**config.mk**
```make
export PLATFORM = sky130hd
export DESIGN_NAME = errthr_top
export DESIGN_NICKNAME = d
export VERILOG_FILES = /design/src/rtl/errthr_pkg.sv /design/src/rtl/errthr_counter.sv /design/src/rtl/errthr_alarm_bank.sv /design/src/rtl/errthr_regs.sv /design/src/rtl/errthr_top.sv
export SDC_FILE = /design/constraint.sdc
export NUM_CORES = 1
export LEC_CHECK = 0
export CELL_PAD_IN_SITES_DETAIL_PLACEMENT = 1
export CELL_PAD_IN_SITES_GLOBAL_PLACEMENT = 2
export CORE_ASPECT_RATIO = 1.75
export CORE_MARGIN = 2
export CORE_UTILIZATION = 39
export DETAILED_ROUTE_END_ITERATION = 10
export DONT_BUFFER_PORTS = 1
export HOLD_SLACK_MARGIN = 0.06
export PLACE_DENSITY_LB_ADDON = 0.1
export SETUP_SLACK_MARGIN = 0.5
export SYNTH_ARGS = -nofsm -noshare
export SYNTH_HDL_FRONTEND = slang
export SYNTH_HIERARCHICAL = 1
export SYNTH_SLANG_ARGS = --single-unit
```
**constraint.sdc**
```tcl
create_clock -name clk -period 2.55 [get_ports clk]
set_input_delay 0.255 -clock clk [delete_from_list [all_inputs] [get_ports clk]]
set_output_delay 0.255 -clock clk [all_outputs]
set_load 0.005 [all_outputs]
```
**src/rtl/errthr_pkg.sv**
```systemverilog
package errthr_pkg;
    localparam int CNT_W   = 8;
    localparam int DATA_W  = 8;
    localparam int NUM_ALM = 2;

    // alarm bit positions (software decodes these)
    typedef enum int {
        ALM_BIP = 0,
        ALM_HDR = 1
    } alm_idx_e;

    typedef enum logic {
        SEL_STATUS = 1'b0,
        SEL_ENABLE = 1'b1
    } reg_sel_e;

    typedef struct packed {
        logic             wr;
        logic             rd;
        reg_sel_e         sel;
        logic [DATA_W-1:0] wdata;
    } reg_req_t;

    function automatic logic [CNT_W-1:0] sat_inc(input logic [CNT_W-1:0] v);
        return (v == {CNT_W{1'b1}}) ? v : v + 1'b1;
    endfunction
endpackage

```
**src/rtl/errthr_counter.sv**
```systemverilog
module errthr_counter
    import errthr_pkg::*;
#(
    parameter int W = CNT_W
) (
    input  logic         clk,
    input  logic         rst,
    input  logic         clr,
    input  logic         pulse,
    input  logic [W-1:0] thresh,
    output logic         hit
);
    localparam logic [W-1:0] MAXV = {W{1'b1}};

    logic [W-1:0] cnt_q;
    logic         can_inc;

    assign can_inc = pulse && !clr && (cnt_q != MAXV);
    assign hit     = can_inc && (thresh != '0) && ((cnt_q + 1'b1) == thresh);

    always_ff @(posedge clk) begin
        if (rst || clr)
            cnt_q <= '0;
        else if (pulse)
            cnt_q <= sat_inc(cnt_q);
    end

    p_step_r2: assert property (@(posedge clk) disable iff (rst)
        can_inc |=> cnt_q == W'($past(cnt_q) + 1'b1));
    p_no_overflow_r2: assert property (@(posedge clk) disable iff (rst)
        (cnt_q == MAXV && !clr) |=> cnt_q == MAXV);
    p_clr_wins_r9: assert property (@(posedge clk) disable iff (rst)
        clr |=> cnt_q == '0);
    p_zero_thr_r5: assert property (@(posedge clk) disable iff (rst)
        (thresh == '0) |-> !hit);
endmodule

```
**src/rtl/errthr_alarm_bank.sv**
```systemverilog
module errthr_alarm_bank
    import errthr_pkg::*;
#(
    parameter int N = NUM_ALM
) (
    input  logic         clk,
    input  logic         rst,
    input  logic [N-1:0] set_vec,
    input  logic         rd_clr,
    output logic [N-1:0] alarm
);
    logic [N-1:0] alarm_q;

    always_ff @(posedge clk) begin
        if (rst)
            alarm_q <= '0;
        else
            alarm_q <= (rd_clr ? '0 : alarm_q) | set_vec;
    end

    assign alarm = alarm_q;

    p_sticky_r4: assert property (@(posedge clk) disable iff (rst)
        !rd_clr |=> ((alarm_q & $past(alarm_q)) == $past(alarm_q)));

    for (genvar i = 0; i < N; i++) begin : g_chk
        p_set_wins_r6: assert property (@(posedge clk) disable iff (rst)
            set_vec[i] |=> alarm_q[i]);
    end
endmodule

```
**src/rtl/errthr_regs.sv**
```systemverilog
module errthr_regs
    import errthr_pkg::*;
#(
    parameter int N  = NUM_ALM,
    parameter int DW = DATA_W
) (
    input  logic          clk,
    input  logic          rst,
    input  reg_req_t      req,
    input  logic [N-1:0]  alarm,
    output logic [DW-1:0] rdata,
    output logic          rd_clr,
    output logic          irq
);
    logic [N-1:0] en_q;
    logic         irq_q;
    logic         wdata_unused;

    assign wdata_unused = ^req.wdata[DW-1:N];
    assign rd_clr       = req.rd && (req.sel == SEL_STATUS);

    always_ff @(posedge clk) begin
        if (rst) begin
            en_q  <= '0;
            irq_q <= 1'b0;
        end else begin
            if (req.wr && req.sel == SEL_ENABLE)
                en_q <= req.wdata[N-1:0];
            irq_q <= |(alarm & en_q);
        end
    end

    always_comb begin
        rdata = '0;
        if (req.sel == SEL_ENABLE)
            rdata[N-1:0] = en_q;
        else
            rdata[N-1:0] = alarm;
    end

    assign irq = irq_q;

    p_irq_follow_r7: assert property (@(posedge clk) disable iff (rst)
        1'b1 |=> irq_q == |($past(alarm) & $past(en_q)));
    p_en_hold_r8: assert property (@(posedge clk) disable iff (rst)
        !(req.wr && req.sel == SEL_ENABLE) |=> $stable(en_q));

    always_comb begin
        if (!rst) begin
            a_upper_zero_r3: assert (rdata[DW-1:N] == '0);
        end
    end
endmodule

```
**src/rtl/errthr_top.sv**
```systemverilog
module errthr_top
    import errthr_pkg::*;
#(
    parameter int CW = CNT_W,
    parameter int DW = DATA_W
) (
    input  logic          clk,
    input  logic          rst,
    input  logic          cnt_clr,
    input  logic          hdr_err,
    input  logic          bip_err,
    input  logic [CW-1:0] hdr_thresh,
    input  logic [CW-1:0] bip_thresh,
    input  logic          reg_sel,
    input  logic          reg_wr,
    input  logic          reg_rd,
    input  logic [DW-1:0] reg_wdata,
    output logic [DW-1:0] reg_rdata,
    output logic          irq
);
    localparam int N = NUM_ALM;

    logic [N-1:0]  pulses;
    logic [CW-1:0] thr [N];
    logic [N-1:0]  hits;
    logic [N-1:0]  alarm;
    logic          rd_clr;
    reg_req_t      req;

    always_comb begin
        pulses          = '0;
        pulses[ALM_HDR] = hdr_err;
        pulses[ALM_BIP] = bip_err;
        thr[ALM_HDR]    = hdr_thresh;
        thr[ALM_BIP]    = bip_thresh;
        req.wr          = reg_wr;
        req.rd          = reg_rd;
        req.sel         = reg_sel_e'(reg_sel);
        req.wdata       = reg_wdata;
    end

    for (genvar i = 0; i < N; i++) begin : g_cnt
        errthr_counter #(.W(CW)) u_cnt (
            .clk    (clk),
            .rst    (rst),
            .clr    (cnt_clr),
            .pulse  (pulses[i]),
            .thresh (thr[i]),
            .hit    (hits[i])
        );
    end

    errthr_alarm_bank #(.N(N)) u_alm (
        .clk     (clk),
        .rst     (rst),
        .set_vec (hits),
        .rd_clr  (rd_clr),
        .alarm   (alarm)
    );

    errthr_regs #(.N(N), .DW(DW)) u_regs (
        .clk    (clk),
        .rst    (rst),
        .req    (req),
        .alarm  (alarm),
        .rdata  (reg_rdata),
        .rd_clr (rd_clr),
        .irq    (irq)
    );
endmodule

```
# --- Yosys cells after proc, flatten, opt, wreduce, memory -nomap -nowiden ---
# Cells that the tools add are included.
classes:
  n_eq_ne: 6
  n_mux: 2
  n_bitwise: 5
  n_addsub: 2
  reduce_logical: 17
ops:
  columns: ["op", "count"]
  rows:
  - ["8-bit by 1-bit adder with 8-bit output (second input constant)", 2]
  - ["8-bit equality test", 2]
  - ["8-bit equality test (second input constant)", 2]
  - ["8-bit != test (second input constant)", 2]
  - ["8-bit nonzero test", 2]
  - ["1-bit logical AND", 10]
  - ["2-bit two-way mux", 2]
  - ["2-bit AND reduction", 2]
  - ["1-bit NOT", 3]
  - ["2-bit AND", 1]
  - ["2-bit bitwise OR", 1]
  - ["2-bit OR reduction", 1]
  - ["1-bit logical NOT", 1]
  - ["1-bit logical OR", 1]
totals:
  out_inout_bits: 9
  ff_bits: 21
  inputBits: 32

# --- Longest topological paths before layout ---
# Gate-level depths: netlist of the first run.
logic_depth:
  ltp_word: 6
  mapped_depth: 9

# --- By module ---
# Netlist of the first run, hierarchy kept.
modules_own_cells:
  columns: ["mod", "area_per_inst_um2", "cells_per_inst", "n_inst", "seq_area_each_um2"]
  rows:
  - ["errthr_counter", 641.9, 79, 2, 160.2]
  - ["errthr_regs", 191.4, 21, 1, 60.1]
  - ["errthr_alarm_bank", 70.1, 8, 1, 40.0]

# --- Worst setup path before layout of the first run ---
# Ideal clock, no wire load.
synth_timing:
  path_type: "reg2reg"
  start: "reg g_cnt[0].u_cnt.cnt_q[0]"
  end: "reg u_alm.alarm_q[0], in the netlist u_alm/alarm[0]"
  setup_time_ns: 0.070
  path_stages_with_launch: 10
  setup_slack_ns: 0.813
  n_path_buf: 1
  arrival_ns: 1.667
  cell_sequence: "dfxtp_1 -> ha_1 -> buf_4 -> or2_2 -> o21ai_0 -> a22o_1 -> nand3_1 -> nor4_1 -> inv_1 -> a21oi_1"
synth_between:
  elab_chain_len: 5
  elab_cells_between_ends: 7
  classes_between: "add/sub (1); eq/ne (2); bitwise (1); reduce/logical (3)"
synth_lines:
  columns: ["element", "line_no", "source"]
  rows:
  - ["start: declaration", "errthr_counter.sv:15", "logic [W-1:0] cnt_q;"]
  - ["start signal: assignment", "errthr_counter.sv:25", "cnt_q <= sat_inc(cnt_q);"]
  - ["branches (longest 3 deep; another with 8-bit by 1-bit adder with 8-bit output)", null, null]
  - ["1-bit logical AND *", "errthr_counter.sv:19", "assign hit = can_inc && (thresh != '0) && ((cnt_q + 1'b1) == thresh);"]
  - ["named net hits[0]", "errthr_top.sv:25", "logic [N-1:0] hits;"]
  - ["2-bit bitwise OR *", "errthr_alarm_bank.sv:18", "alarm_q <= (rd_clr ? '0 : alarm_q) | set_vec;"]
  - ["end signal: assignment", "errthr_alarm_bank.sv:18", null]
  - ["end: declaration", "errthr_alarm_bank.sv:12", "logic [N-1:0] alarm_q;"]
# Mark *: on every way through the listed nets, which the timed path passes.
# A chain may end at the register's enable or synchronous reset.

# --- Final worst setup path of the first run ---
# Same ends and word-level chain as after synthesis.

==> out/metrics.cfg, run 1 <==
[synth]
syn_inst = 187
syn_area_per_cell_um2 = 8.26
synth_area_um2 = 1550
yosysUniqueCellTypes = 36
synth_seq_cells = 21
yosys.area.top_type_share_pct = 27.2
synth-seq-area-share_pct = 27.2
async_reset_ff_share_pct = 0
netlist.top_cell.by_area = dfxtp_1
synth-warning-count = 6
ys.flop_type = dfxtp_1
synth_edf_count = 0
synth.area.top_cells = dfxtp_1 (27%), xnor2_1 (9.1%), xor2_1 (7.9%)

[layout]
nFillCells = 501
utilization_pct = 42.6
synthToLayoutAreaGrowth_pct = 5.59
layout.nets = 222
diodes = 0
layout-drive-gt1-share_pct = 16.0

[power_and_ir_drop]
p_clk_share_pct = 35.1
power.leakage_nw = 0.537
vdd_drop_max_uv = 190
sw_frac_of_total_pct = 24.0
power_frac_seq_pct = 54.0
pwr-share-comb_pct = 10.9
power.density_nw_per_um2 = 383
internal_power_w = 0.000475
p_sw_w = 0.000150

[place]
dp_hpwl_um = 3380
io_buffers = 0
gp_congestion = 0.830

[drt]
drtIter0Drc = 18
first_pass_iters = 4
antenna_left = 0
drc_errors = 0
routed_wl_um = 4090
wl_per_cell_um = 17.4
viasPerCell = 5.64
vias = 1326

[sta]
fin_skew_ns = 0.00101
finalMaxSlewViolations = 0
max_freq_ghz = 0.533
setup_viol = 0
layout_min_cycle_time_ns = 1.88
timing.slew.headroom_pct = 66.4
finalCritPeriodShare_pct = 73.5
worst_pin_slew_ns = 0.497
rsz0062_at_grt = true
tns_ns = 0
hold_violations = 0

[clock_tree]
path_clk_slew_ns = 0.08
cts-htree-levels = 1
root_buffer = clkbuf_8
clkSinkCount = 21
cts_buffer_depth = 2
cts_buffers = 3
cts_tree = built
clock_latency_ns = 0.26

[critical_path]
crit_slowest_cell = dfxtp_2
cp-end-kind = flip-flop
crit_fanout = 9
critical_path.cell_chain = ha_4 > or2_2 > o21ai_0 > a22oi_1 > o311ai_0 > nor4_1 > inv_1 > a21oi_1
worstPathArrival_ns = 2.07
crit_path_start_kind = flip-flop
critical_path_buf_inv_count = 1
crit_family = compound AO/OA/AOI/OAI gates
max_stage_delay_ns = 0.43
required_ns = 2.74
critPathKind = flip-flop to flip-flop

[global_route]
overflow = 0
grt_pass1_vias = 1486
antenna_found_initial = 0
gr-usage-all-layers_pct = 20.3
grt_pass1_wl_um = 6880
grt_max_degree = 13

[die]
fp.dieH_um = 87.3
num_rows = 30
core-area_um2 = 3830
die_w_um = 51.6
start_util_pct = 40.4
die-area_um2 = 4500
io_pins = 41

[min_path]
hold_class = primary input to flip-flop

[run]
cap_violations = 0

[status]
status = finished clean

## layer usage
metal	GRT usage, %	wire (um)
met4	12.2	128
met5	0	0
met2	38.9	2420
met1	20.0	1400
met3	1.89	135
## worst register-to-register path, delay by kind of cell (launching register included)
kind | cells | cell delay (ns)
buffers and inverters | 1 | 0.07
AOI/OAI and AO/OA | 4 | 0.59
and+or+nand+nor | 2 | 0.49
DFF | 1 | 0.43
adders and majority gates | 1 | 0.23
## cells in the mapped netlist, types with 4 or more instances
library cell and number:
a22oi_1 5, inv_1 4, nand2b_1 8, xor2_1 14, dfxtp_1 21, and3_4 4
a21oi_1 8, nand3_1 10, nor4_1 6, xnor2_1 16, nor3_1 4, nand2_1 14
o21ai_0 6, buf_4 8, nor2_1 17, or2_2 4
## sequential cells by signal, summed over array words and instances (netlist names)
register	cells
g_cnt.u_cnt/cnt_q	16
u_alm/alarm	2
u_regs/en_q	2
u_regs/irq	1
## logic make-up (layout without fill, tap and decap cells)
| group | Yosys count | count (layout) | synth area share (%) |
|---|---|---|---|
| xor gates and xnor gates | 30 | 30 | 17.0 |
| DFF | 21 | 21 | 27.2 |
| adders and majority gates | 2 | 2 | 1.62 |
| and+or+nand+nor | 80 | 80 | 28.7 |
| other | 1 | 6 | 0.243 |
| AOI/OAI and AO/OA | 35 | 35 | 17.2 |
| buffers and inverters | 14 | 9 | 5.34 |
| muxes | 4 | 4 | 2.75 |
## through the flow
stage          setup slack (ns)  cell area, um2  total power [W]  hold slack, ns  cells
2_1_floorplan             0.813            1560         0.000404           0.324    192
3_3_place_gp              0.395            1560         0.000408           0.326    230
3_5_place_dp              0.351            1560         0.000410           0.327    230
4_1_cts                   0.509            1630         0.000640           0.133    235
5_1_grt                   0.460            1630         0.000663           0.132    235
6_report                  0.675            1630         0.000625           0.141    235
## worst paths after layout
path	start	cells after the start	slack, ns	to
setup / recovery	g_cnt[0].u_cnt/cnt_q[0]	8	0.67	u_alm/alarm[0]
hold / removal	reg_wdata[0]	2	0.14	u_regs/en_q[0]
setup reg to reg	g_cnt[0].u_cnt/cnt_q[0]	8	0.67	u_alm/alarm[0]
hold reg to reg	u_alm/alarm[1]	2	0.50	u_alm/alarm[1]
## power by group through the flow
stage          Sequential [W]  Combinational [W]  Clock [W]
2_1_floorplan        0.000343          0.0000614          0
3_3_place_gp         0.000344          0.0000633          0
3_5_place_dp         0.000344          0.0000654          0
4_1_cts              0.000337          0.0000687   0.000234
5_1_grt              0.000339          0.0000763   0.000248
6_report             0.000338          0.0000680   0.000219
## placed cells by master (no fill, tap or decap), types with 3 or more instances in the layout
master	instances
nor4_1	6
nor3_1	4
conb_1	6
dfxtp_1	18
and3_4	4
xnor2_1	16
nand2b_1	8
a22oi_1	5
or2_2	4
inv_1	4
dfxtp_2	3
xor2_1	14
o21ai_0	6
a21oi_1	8
nor2_1	17
nand3_1	10
nand2_1	14
clkbuf_8	3
## cell type report
class                           count  area, um2  share of cell area, %
Clock inverter                      1       5.00                  0.307
Multi-Input combinational cell    157       1080                   66.0
Tap cell                           48       60.1                   3.68
Clock buffer                        3       41.3                   2.53
Timing Repair Buffer                1       10.0                  0.613
Sequential cell                    21        424                   26.0
Inverter                            4       15.0                  0.920
## what timing repair did
action | 4_1_cts | 5_1_grt
buffers inserted | 0 | 0
hold buffers | 1 | 0
resized for setup | 3 | 3
pin swaps | 0 | 1
hold endpoints to repair | 5 | 0
setup endpoints to repair | 2 | 2
Power figures use the tool's default switching activity.
==> run 2, diff against run 1 <==
CORE_UTILIZATION = 36   (was 39)
clock period = 1.96 ns   (was 2.55 ns; I/O delays follow)
==> run 2 against run 1 <==
  * Sequential share of layout area down 3.7 points
  * Die area up 7.8%
  * Sequential cell count unchanged
  * Count of clock-buffer cells in the layout unchanged
  * Cell count up 11%
  * Clock power up 29%
  * Final area up 22%
  * Global-route usage down 1.0 points
  * Critical path type unchanged
  * Largest cell class unchanged
  * Core utilization up 5.3 points
  * Routed wire length up 7.5%
  * Setup slack worse by 0.54 ns
  * The run now ends with hold timing left
  * Fmax up 2.9%
  * Largest power group unchanged
==> out/metrics.cfg, run 2 (synthesized netlist as in run 1, its figures left out) <==
[drt]
drc_errors = 0  ; unchanged
wl_per_cell_um = 16.8  ; was 17.4 um
drtIter0Drc = 27  ; was 18
vias = 1401  ; was 1326
viasPerCell = 5.35  ; was 5.64
first_pass_iters = 5  ; was 4
routed_wl_um = 4390  ; was 4090 um
antenna_left = 0  ; unchanged

[die]
fp.dieH_um = 90.7  ; was 87.3 um
num_rows = 31  ; was 30
die-area_um2 = 4850  ; was 4500 um2
die_w_um = 53.5  ; was 51.6 um
core-area_um2 = 4150  ; was 3830 um2
io_pins = 41  ; unchanged
start_util_pct = 37.2  ; was 40.4%

[layout]
final-seq-area_um2 = 444  ; was 424 um2
multi_input_area_um2 = 1180  ; was 1080 um2
largest_reg_flops = 16  ; unchanged
final_cells = 262  ; was 235
synthToLayoutAreaGrowth_pct = 28.7  ; was 5.59%
layout-drive-gt1-share_pct = 36.2  ; was 16.0%
nFillCells = 493  ; was 501
diodes = 0  ; unchanged
layout.nets = 248  ; was 222
layout_common_cells = nor2_1 (17), buf_4 (17), xnor2_1 (15)  ; was dfxtp_1 (18), nor2_1 (17), xnor2_1 (16)
regMostFlops = g_cnt.u_cnt/cnt_q  ; unchanged

[place]
dp_hpwl_um = 3410  ; was 3380 um
gp_congestion = 0.776  ; was 0.830
io_buffers = 0  ; unchanged
dp_slack_ns = 0.0943  ; was 0.351 ns
place_inst = 236  ; was 230

[sta]
rsz0062_at_grt = true  ; unchanged
setup_viol = 0  ; unchanged
tns_ns = 0  ; unchanged
fin_skew_ns = 0.00416  ; was 0.00101 ns
max_freq_ghz = 0.549  ; was 0.533 GHz
layout_min_cycle_time_ns = 1.82  ; was 1.88 ns
finalMaxSlewViolations = 0  ; unchanged
hold_violations = 2  ; was 0
hold_ws_ns = -0.00812  ; was 0.141 ns
finalCritPeriodShare_pct = 92.9  ; was 73.5%
setup_slack_ns = 0.139  ; was 0.675 ns

[clock_tree]
path_clk_slew_ns = 0.08  ; about the same
root_buffer = clkbuf_8  ; unchanged
hold_buffers = 3  ; was 1
cts_buffers = 3  ; unchanged
cts_buffer_depth = 2  ; unchanged
clock_latency_ns = 0.26  ; about the same
cts_tree = built  ; unchanged
cts-htree-levels = 1  ; unchanged
clkSinkCount = 21  ; unchanged

[critical_path]
critPathKind = flip-flop to flip-flop  ; unchanged
crit_path_start_kind = flip-flop  ; unchanged
crit_fanout = 4  ; was 9
worstPathArrival_ns = 2.02  ; was 2.07 ns
required_ns = 2.16  ; was 2.74 ns
cp-end-kind = flip-flop  ; unchanged

[global_route]
grt_max_degree = 14  ; was 13
overflow = 0  ; unchanged
grt_pass1_vias = 1571  ; was 1486
gr-usage-all-layers_pct = 19.3  ; was 20.3%
antenna_found_initial = 0  ; unchanged
grt_pass1_wl_um = 7000  ; was 6880 um

[power_and_ir_drop]
power.density_nw_per_um2 = 422  ; was 383 nW/um2
vdd_drop_max_uv = 338  ; was 190 uV
power.leakage_nw = 0.731  ; was 0.537 nW

[status]
status = complete, but fails checks  ; was finished clean
violations = hold timing

[min_path]
hold_class = primary input to flip-flop  ; unchanged

[run]
cap_violations = 0  ; unchanged

## run 2: metrics by stage
step / util (%) / area (um2) / total power, W
2_1_floorplan: - / 1610 / 0.000530
5_1_grt: 47.9 / 1990 / 0.000893
3_3_place_gp: 39.4 / 1640 / 0.000536
4_1_cts: 45.1 / 1870 / 0.000848
6_report: 47.9 / 1990 / 0.000840
3_5_place_dp: 39.4 / 1640 / 0.000540
## run 2: path summary, 6_finish.rpt
path / startpoint / end / depth (start not counted) / slack, ns
max: g_cnt[0].u_cnt/cnt_q[0] / u_alm/alarm[0] / 9 / 0.14
min: rst / u_alm/alarm[0] / 1 / -0.008
max reg2reg: g_cnt[0].u_cnt/cnt_q[0] / u_alm/alarm[0] / 9 / 0.14
min reg2reg: u_alm/alarm[1] / u_alm/alarm[1] / 2 / 0.50
## run 2: per-layer routing
| metal | part of all wire (%) | GRT usage (%) | vias to the layer above |
|---|---|---|---|
| met5 | 0 | 0 | - |
| met4 | 0.64 | 5.13 | 0 |
| met3 | 3.4 | 1.66 | 2 |
| met2 | 63 | 40.8 | 26 |
| met1 | 33 | 17.1 | 677 |
| li1 | - | - | 696 |
## run 2: layout make-up
type | count | share of cell area, %
Multi-Input combinational cell | 157 | 59.5
Sequential cell | 21 | 22.3
Timing Repair Buffer | 27 | 11.9
Tap cell | 49 | 3.08
Clock buffer | 3 | 2.08
Inverter | 4 | 0.755
Clock inverter | 1 | 0.378
## run 2: repair_timing
| item | in CTS | in global routing |
|---|---|---|
| pin swaps | 10 | 10 |
| hold endpoints to repair | 5 | 2 |
| setup buffers | 14 | 5 |
| setup endpoints to repair | 4 | 15 |
| resized for setup | 16 | 20 |
## run 2: report_power, final
group	switching [W]	internal, W
combinational	0.0000579	0.0000659
clock	0.000140	0.000143
sequential	0.00000517	0.000428
## run 2: critical path, cell delays in order, from the launching register on
cell and delay, ns:
dfxtp_4 0.37, buf_4 0.14, buf_4 0.13, nor4b_1 0.15, a22oi_1 0.19, o211ai_1 0.20, nor4_4 0.31, buf_4 0.15
inv_2 0.03, a21oi_2 0.10
